==> config.mk <==
export PLATFORM = sky130hd
export DESIGN_NAME = pirq_level_router
export DESIGN_NICKNAME = d
export VERILOG_FILES = /design/src/rtl/pirq_pkg.sv /design/src/rtl/pirq_regs.sv /design/src/rtl/pirq_level_decode.sv /design/src/rtl/pirq_select.sv /design/src/rtl/pirq_level_router.sv
export SDC_FILE = /design/constraint.sdc
export NUM_CORES = 1
export LEC_CHECK = 0
export BUFFER_PORTS_ARGS = -buffer_cell sky130_fd_sc_hd__buf_4
export CAP_MARGIN = 20
export CORE_AREA = 2 2 196 237
export DETAILED_ROUTE_END_ITERATION = 10
export DIE_AREA = 0 0 198 239
export PLACE_DENSITY_LB_ADDON = 0.25
export SKIP_LAST_GASP = 1
export SYNTH_ARGS = -nofsm -noshare
export SYNTH_HDL_FRONTEND = slang
export SYNTH_SLANG_ARGS = --single-unit
==> constraint.sdc <==
create_clock -name clk -period 4.41 [get_ports clk]
set_input_delay 0.441 -clock clk [delete_from_list [all_inputs] [get_ports clk]]
set_output_delay 0.441 -clock clk [all_outputs]
set_load 0.005 [all_outputs]
==> src/rtl/pirq_pkg.sv <==
package pirq_pkg;
  localparam int FLD_W     = 4;
  localparam int A_STATUS  = 0;
  localparam int A_MASK    = 1;
  localparam int A_ROUTE0  = 2;
endpackage

==> src/rtl/pirq_regs.sv <==
module pirq_regs
  import pirq_pkg::*;
#(
  parameter int NUM_SRC = 32,
  parameter int DATA_W  = 32,
  parameter int ADDR_W  = 3,
  parameter int CNT_W   = 8
) (
  input  logic                     clk,
  input  logic                     rst,
  input  logic [NUM_SRC-1:0]       req_i,
  input  logic                     wr_en,
  input  logic                     rd_en,
  input  logic [ADDR_W-1:0]        addr,
  input  logic [DATA_W-1:0]        wdata,
  output logic [DATA_W-1:0]        rdata,
  input  logic [CNT_W-1:0]         spur_cnt_i,
  output logic [NUM_SRC-1:0]       stat_o,
  output logic [NUM_SRC-1:0]       mask_o,
  output logic [NUM_SRC*FLD_W-1:0] fld_o
);
  localparam int FPR     = DATA_W / FLD_W;
  localparam int NUM_RTE = (NUM_SRC + FPR - 1) / FPR;
  localparam int A_SPUR  = A_ROUTE0 + NUM_RTE;

  logic [NUM_SRC-1:0] stat_q;
  logic [NUM_SRC-1:0] mask_q;
  logic [DATA_W-1:0]  rte_q [NUM_RTE];
  logic [DATA_W-1:0]  rd_mux;

  always_ff @(posedge clk) begin
    if (rst) begin
      stat_q <= '0;
      mask_q <= '0;
      for (int i = 0; i < NUM_RTE; i++) rte_q[i] <= '0;
      rdata  <= '0;
    end else begin
      stat_q <= req_i;
      if (wr_en) begin
        if (addr == ADDR_W'(A_MASK)) mask_q <= wdata[NUM_SRC-1:0];
        for (int i = 0; i < NUM_RTE; i++)
          if (addr == ADDR_W'(A_ROUTE0 + i)) rte_q[i] <= wdata;
      end
      if (rd_en) rdata <= rd_mux;
    end
  end

  always_comb begin
    rd_mux = '0;
    if (addr == ADDR_W'(A_STATUS)) rd_mux = DATA_W'(stat_q);
    if (addr == ADDR_W'(A_MASK))   rd_mux = DATA_W'(mask_q);
    for (int i = 0; i < NUM_RTE; i++)
      if (addr == ADDR_W'(A_ROUTE0 + i)) rd_mux = rte_q[i];
    if (addr == ADDR_W'(A_SPUR))   rd_mux = DATA_W'(spur_cnt_i);
  end

  for (genvar n = 0; n < NUM_SRC; n++) begin : g_fld
    assign fld_o[n*FLD_W +: FLD_W] = rte_q[n / FPR][(n % FPR)*FLD_W +: FLD_W];
  end

  assign stat_o = stat_q;
  assign mask_o = mask_q;


  mask_hold_chk: assert property (@(posedge clk) disable iff (rst)
    !(wr_en && addr == ADDR_W'(A_MASK)) |=> $stable(mask_q));

endmodule

==> src/rtl/pirq_level_decode.sv <==
module pirq_level_decode
  import pirq_pkg::*;
#(
  parameter int NUM_SRC = 32,
  parameter int NUM_LVL = 7
) (
  input  logic                       clk,
  input  logic                       rst,
  input  logic [NUM_SRC-1:0]         stat_i,
  input  logic [NUM_SRC-1:0]         mask_i,
  input  logic [NUM_SRC*FLD_W-1:0]   fld_i,
  output logic [NUM_LVL*NUM_SRC-1:0] hits_o,
  output logic [NUM_LVL-1:0]         lvl_irq_o
);
  logic [NUM_SRC-1:0] eff;
  assign eff = stat_i & mask_i;

  for (genvar j = 0; j < NUM_LVL; j++) begin : g_lvl
    for (genvar n = 0; n < NUM_SRC; n++) begin : g_src
      assign hits_o[j*NUM_SRC + n] =
        eff[n] && (fld_i[n*FLD_W +: FLD_W] == FLD_W'(j));
    end
    assign lvl_irq_o[j] = |hits_o[j*NUM_SRC +: NUM_SRC];
  end


  mask_gate_chk: assert property (@(posedge clk) disable iff (rst)
    (mask_i == '0) |-> (lvl_irq_o == '0));


  idle_quiet_chk: assert property (@(posedge clk) disable iff (rst)
    (stat_i == '0) |-> (lvl_irq_o == '0));

endmodule

==> src/rtl/pirq_select.sv <==
module pirq_select
  import pirq_pkg::*;
#(
  parameter int NUM_SRC = 32,
  parameter int NUM_LVL = 7,
  parameter int CNT_W   = 8,
  parameter int SRC_W   = $clog2(NUM_SRC)
) (
  input  logic                       clk,
  input  logic                       rst,
  input  logic                       qry_valid,
  input  logic [FLD_W-1:0]           qry_lvl,
  input  logic [NUM_LVL*NUM_SRC-1:0] hits_i,
  output logic                       rsp_valid,
  output logic                       rsp_spurious,
  output logic [SRC_W-1:0]           rsp_src,
  output logic [CNT_W-1:0]           spur_cnt
);
  localparam logic [CNT_W-1:0] CNT_MAX = '1;

  logic [NUM_SRC-1:0] row;
  logic               found;
  logic [SRC_W-1:0]   idx;

  always_comb begin
    row = '0;
    for (int j = 0; j < NUM_LVL; j++)
      if (qry_lvl == FLD_W'(j)) row = hits_i[j*NUM_SRC +: NUM_SRC];
  end

  always_comb begin
    found = 1'b0;
    idx   = '0;
    for (int n = NUM_SRC - 1; n >= 0; n--) begin
      if (row[n]) begin
        found = 1'b1;
        idx   = SRC_W'(n);
      end
    end
  end

  always_ff @(posedge clk) begin
    if (rst) begin
      rsp_valid    <= 1'b0;
      rsp_spurious <= 1'b0;
      rsp_src      <= '0;
      spur_cnt     <= '0;
    end else begin
      rsp_valid    <= qry_valid;
      rsp_spurious <= qry_valid && !found;
      rsp_src      <= (qry_valid && found) ? idx : '0;
      if (qry_valid && !found && spur_cnt != CNT_MAX)
        spur_cnt <= spur_cnt + 1'b1;
    end
  end


  rsp_follow_chk: assert property (@(posedge clk) disable iff (rst)
    qry_valid |=> rsp_valid);


  spur_src_zero_chk: assert property (@(posedge clk) disable iff (rst)
    (rsp_valid && rsp_spurious) |-> (rsp_src == '0));


  cnt_sat_chk: assert property (@(posedge clk) disable iff (rst)
    (spur_cnt == CNT_MAX) |=> (spur_cnt == CNT_MAX));


  cnt_idle_chk: assert property (@(posedge clk) disable iff (rst)
    !qry_valid |=> $stable(spur_cnt));

endmodule

==> src/rtl/pirq_level_router.sv <==
module pirq_level_router
  import pirq_pkg::*;
#(
  parameter int NUM_SRC = 32,
  parameter int NUM_LVL = 7,
  parameter int DATA_W  = 32,
  parameter int ADDR_W  = 3,
  parameter int CNT_W   = 8,
  parameter int SRC_W   = $clog2(NUM_SRC)
) (
  input  logic               clk,
  input  logic               rst,
  input  logic [NUM_SRC-1:0] periph_req,
  input  logic               bus_wr,
  input  logic               bus_rd,
  input  logic [ADDR_W-1:0]  bus_addr,
  input  logic [DATA_W-1:0]  bus_wdata,
  output logic [DATA_W-1:0]  bus_rdata,
  output logic [NUM_LVL-1:0] lvl_irq,
  input  logic               qry_valid,
  input  logic [3:0]         qry_lvl,
  output logic               rsp_valid,
  output logic               rsp_spurious,
  output logic [SRC_W-1:0]   rsp_src
);
  logic [NUM_SRC-1:0]         stat;
  logic [NUM_SRC-1:0]         mask;
  logic [NUM_SRC*FLD_W-1:0]   fld;
  logic [NUM_LVL*NUM_SRC-1:0] hits;
  logic [CNT_W-1:0]           spur_cnt;

  pirq_regs #(
    .NUM_SRC(NUM_SRC), .DATA_W(DATA_W), .ADDR_W(ADDR_W), .CNT_W(CNT_W)
  ) u_regs (
    .clk(clk), .rst(rst), .req_i(periph_req),
    .wr_en(bus_wr), .rd_en(bus_rd), .addr(bus_addr),
    .wdata(bus_wdata), .rdata(bus_rdata), .spur_cnt_i(spur_cnt),
    .stat_o(stat), .mask_o(mask), .fld_o(fld)
  );

  pirq_level_decode #(
    .NUM_SRC(NUM_SRC), .NUM_LVL(NUM_LVL)
  ) u_decode (
    .clk(clk), .rst(rst), .stat_i(stat), .mask_i(mask), .fld_i(fld),
    .hits_o(hits), .lvl_irq_o(lvl_irq)
  );

  pirq_select #(
    .NUM_SRC(NUM_SRC), .NUM_LVL(NUM_LVL), .CNT_W(CNT_W), .SRC_W(SRC_W)
  ) u_select (
    .clk(clk), .rst(rst), .qry_valid(qry_valid), .qry_lvl(qry_lvl),
    .hits_i(hits), .rsp_valid(rsp_valid), .rsp_spurious(rsp_spurious),
    .rsp_src(rsp_src), .spur_cnt(spur_cnt)
  );

endmodule

==> qor.json <==
{
  "end_kind": "output port",
  "postSynthNetCount": 1820,
  "async_set_or_reset_register_ratio_after_synthesis_pct": 0,
  "fp-row-count": 86,
  "placed_cells": 2386,
  "vias": 15355,
  "final-seq-area_sq_mm": 0.00607,
  "worst-endpoint-required_ps": 3970,
  "fin_tns_setup_ps": 0,
  "finalHoldWorstSlack_ps": 57.4,
  "power.combinational.fraction_pct": 13.6,
  "static_leakage_power_uw": 0.00630,
  "ys_seq_area_share_pct": 38.8,
  "placed_cell_area_sq_mm": 0.0171,
  "postSynth.topFlopCell": "sky130_fd_sc_hd__edfxtp_1",
  "antenna_found_initial": 1,
  "switching_power_uw": 1690,
  "cts-root-buf": "sky130_fd_sc_hd__clkbuf_16",
  "finalNetCount": 1877,
  "layout_common_cells": "sky130_fd_sc_hd__buf_4, sky130_fd_sc_hd__nand2_1, sky130_fd_sc_hd__and2_1",
  "crit_path_start_kind": "flop",
  "final_layout_size_suffix_gt1_share_pct": 17.1,
  "synth-seq-cells": 239,
  "fmax_mhz": 255,
  "cts-root-to-sink-buffers": 3,
  "cts_tree": "built",
  "setup_viol_count_final": 0,
  "cts_made_buffers": 28,
  "antenna-diode-count": 0,
  "detail_route.vias_per_cell": 6.30,
  "multi_input_area_sq_mm": 0.00878,
  "mostFrequentLayoutCell": "sky130_fd_sc_hd__buf_4",
  "timing.setup.critical_path_class": "flop to output port",
  "die_height_microns": 239,
  "yosysUniqueCellTypes": 105,
  "synth_enable_flop_cells": 128,
  "cellInternalPower_uw": 4150,
  "core_region_area_sq_mm": 0.0453,
  "gp_congestion": 1.05,
  "worst_skew_pair.late_latency_ps": 590,
  "finalNonFillerCells": 2438,
  "gates_resized_cts_repair": 0,
  "cts_post_setup_buffers_inserted": 0,
  "rsz0062_at_grt": "no",
  "worst_margin_slew_ps": 1040,
  "worst_clock_skew_ps": 36.9,
  "area_overhead_vs_synth_pct": 14.9,
  "grt.overflow.total": 0,
  "numClockSinks": 239,
  "drt-initial-drc-count": 1500,
  "port_buffers": 121,
  "netlist_area_sq_mm": 0.0156,
  "post_cts_hold_buffer_count": 0,
  "drtAntennaViolNets": 0,
  "die-area_sq_mm": 0.0473,
  "worstPathMaxFanout": 5,
  "result_of_the_run": "finished, final reports clean",
  "p_clk_share_pct": 39.8,
  "final_min_period_over_clock_period_pct": 89.0,
  "drtPass1Iterations": 5,
  "fillers": 4592,
  "worst_slew_margin_pct": 29.7,
  "initial_standard_cell_utilization_of_the_core_pct": 34.5,
  "global_route_wire_length_before_repair_mm": 111,
  "average_footprint_of_a_synthesized_cell_sq_um": 8.97,
  "hold_viol": 0,
  "hold_path.class": "input pin to flop",
  "synthesis.yosys.warnings": 0,
  "clock_input_transition_at_the_sequential_cells_of_the_worst_setup_and_hold_paths_ps": 60,
  "floorplan_die_width_microns": 198,
  "final_design_area_no_fill_sq_mm": 0.0180,
  "grt_max_degree": 72,
  "groute.usage.overall_pct": 33.2,
  "dp_hpwl_mm": 60.9,
  "period_needed_ps": 3930,
  "grt_pass1_vias": 14651,
  "synth_cells": 1743,
  "max_cap_viol_count": 0,
  "timing.critical_path.arrival_ps": 3490,
  "power-per-cell-area_mw_per_mm2": 325,
  "switching_share_pct": 28.9,
  "drt_wl_total_mm": 79.3,
  "route.detailed.wl_per_inst_microns": 32.5,
  "num_io_pins": 122,
  "peakVddDrop_v": 0.000299,
  "detail_route.drc_violations": 0,
  "cts-htree-levels": 1,
  "final_max_slew_viol_count": 0,
  "p_seq_share_pct": 46.7
}
-- cell type report --
type | instances | share of cell area (%)
clock inverters | 12 | 0.738
clock buffers | 40 | 4.37
flip-flops and latches | 239 | 33.8
inverters | 29 | 0.606
well taps | 616 | 4.29
repair buffers | 175 | 7.38
multi-input cells | 1327 | 48.9
-- per-layer routing --
layer,share of wire (%),track usage (%)
met1,41,44.4
met3,8.0,5.01
met2,44,50.6
met4,7.3,20.6
met5,0,0
-- Yosys cell counts (12+ instances only) --
| cell | n | share of area [%] |
|---|---|---|
| sky130_fd_sc_hd__mux2_2 | 24 | 1.7 |
| sky130_fd_sc_hd__a31oi_1 | 21 | 0.84 |
| sky130_fd_sc_hd__buf_2 | 13 | 0.42 |
| sky130_fd_sc_hd__dfxtp_1 | 111 | 14 |
| sky130_fd_sc_hd__nand3_1 | 47 | 1.5 |
| sky130_fd_sc_hd__and2_1 | 133 | 5.3 |
| sky130_fd_sc_hd__or3_1 | 13 | 0.52 |
| sky130_fd_sc_hd__nand2_1 | 153 | 3.7 |
| sky130_fd_sc_hd__a22oi_1 | 21 | 1.0 |
| sky130_fd_sc_hd__nor2_1 | 128 | 3.1 |
| sky130_fd_sc_hd__clkbuf_1 | 111 | 2.7 |
| sky130_fd_sc_hd__nor4_1 | 30 | 1.2 |
| sky130_fd_sc_hd__a21oi_1 | 94 | 3.0 |
| sky130_fd_sc_hd__nor2b_1 | 57 | 2.3 |
| sky130_fd_sc_hd__xor2_1 | 33 | 1.8 |
| sky130_fd_sc_hd__o31ai_1 | 16 | 0.77 |
| sky130_fd_sc_hd__o211ai_1 | 16 | 0.77 |
| sky130_fd_sc_hd__o22ai_1 | 50 | 2.0 |
| sky130_fd_sc_hd__nor3b_1 | 14 | 0.67 |
| sky130_fd_sc_hd__nor4bb_1 | 14 | 0.90 |
| sky130_fd_sc_hd__mux4_2 | 17 | 2.4 |
| sky130_fd_sc_hd__edfxtp_1 | 128 | 25 |
| sky130_fd_sc_hd__nand4_1 | 33 | 1.3 |
| sky130_fd_sc_hd__nand4bb_1 | 12 | 0.86 |
| sky130_fd_sc_hd__inv_1 | 27 | 0.65 |
| sky130_fd_sc_hd__nand3b_1 | 19 | 0.91 |
| sky130_fd_sc_hd__nand2b_1 | 55 | 2.2 |
| sky130_fd_sc_hd__nand4b_1 | 25 | 1.4 |
| sky130_fd_sc_hd__o21ai_0 | 30 | 0.96 |
| sky130_fd_sc_hd__a211oi_1 | 23 | 1.1 |
| sky130_fd_sc_hd__nor3_1 | 54 | 1.7 |
| sky130_fd_sc_hd__o32ai_1 | 17 | 0.95 |
-- critical path, stage by stage, from the launching register on --
cell	delay (ps)
sky130_fd_sc_hd__edfxtp_1	500
sky130_fd_sc_hd__and3b_1	350
sky130_fd_sc_hd__nor2b_1	310
sky130_fd_sc_hd__nand3b_1	150
sky130_fd_sc_hd__o31ai_1	90
sky130_fd_sc_hd__nor4_1	760
sky130_fd_sc_hd__nand4_1	190
sky130_fd_sc_hd__a2111o_1	410
sky130_fd_sc_hd__buf_4	150
-- registers in the layout (all words and copies together) (netlist names) --
| signal | flops |
|---|---|
| u_regs.rte_q | 128 |
| u_regs.mask_o | 32 |
| u_regs.rdata | 32 |
| u_regs.stat_o | 32 |
| u_select.spur_cnt | 8 |
| u_select.rsp_src | 5 |
| u_select.rsp_spurious | 1 |
| u_select.rsp_valid | 1 |
-- worst paths after layout --
check                       from             endpoint  slack [ps]  depth (start not counted)
max          u_regs.rte_q[2][27]           lvl_irq[4]         480                          8
min                periph_req[6]     u_regs.stat_o[6]          60                          2
max reg2reg  u_regs.rte_q[1][15]  u_select.rsp_src[1]        1120                          9
min reg2reg    u_regs.mask_o[14]    u_regs.mask_o[14]         470                          2
-- per-stage QoR --
stage                     power (uW)  util (%)  setup slack (ps)
final                           5840      39.7               484
after global routing            6020      39.7               434
after CTS                       5860      39.7               595
after detailed placement        3540      37.6               640
after global placement          3540      37.6               672
after floorplan                 3120         -              1120
-- logic make-up (layout without fill, tap and decap cells) --
| logic type | after synthesis | in the layout | synth area share, % |
|---|---|---|---|
| compound gates | 378 | 378 | 16.9 |
| xor+xnor | 45 | 45 | 2.62 |
| fa+ha+maj | 1 | 1 | 0.0800 |
| buf+inv | 177 | 256 | 5.39 |
| flops | 239 | 239 | 38.8 |
| mux | 52 | 52 | 4.89 |
| simple gates | 851 | 851 | 31.3 |
-- power by group through the flow --
stage | sequential [uW] | clock, uW | combinational [uW]
finish | 2730 | 2320 | 794
global route | 2730 | 2450 | 843
CTS | 2710 | 2360 | 785
detailed placement | 2760 | 0 | 783
global placement | 2760 | 0 | 783
floorplan | 2590 | 0 | 529
No activity file was read; power rests on OpenSTA's default activity.
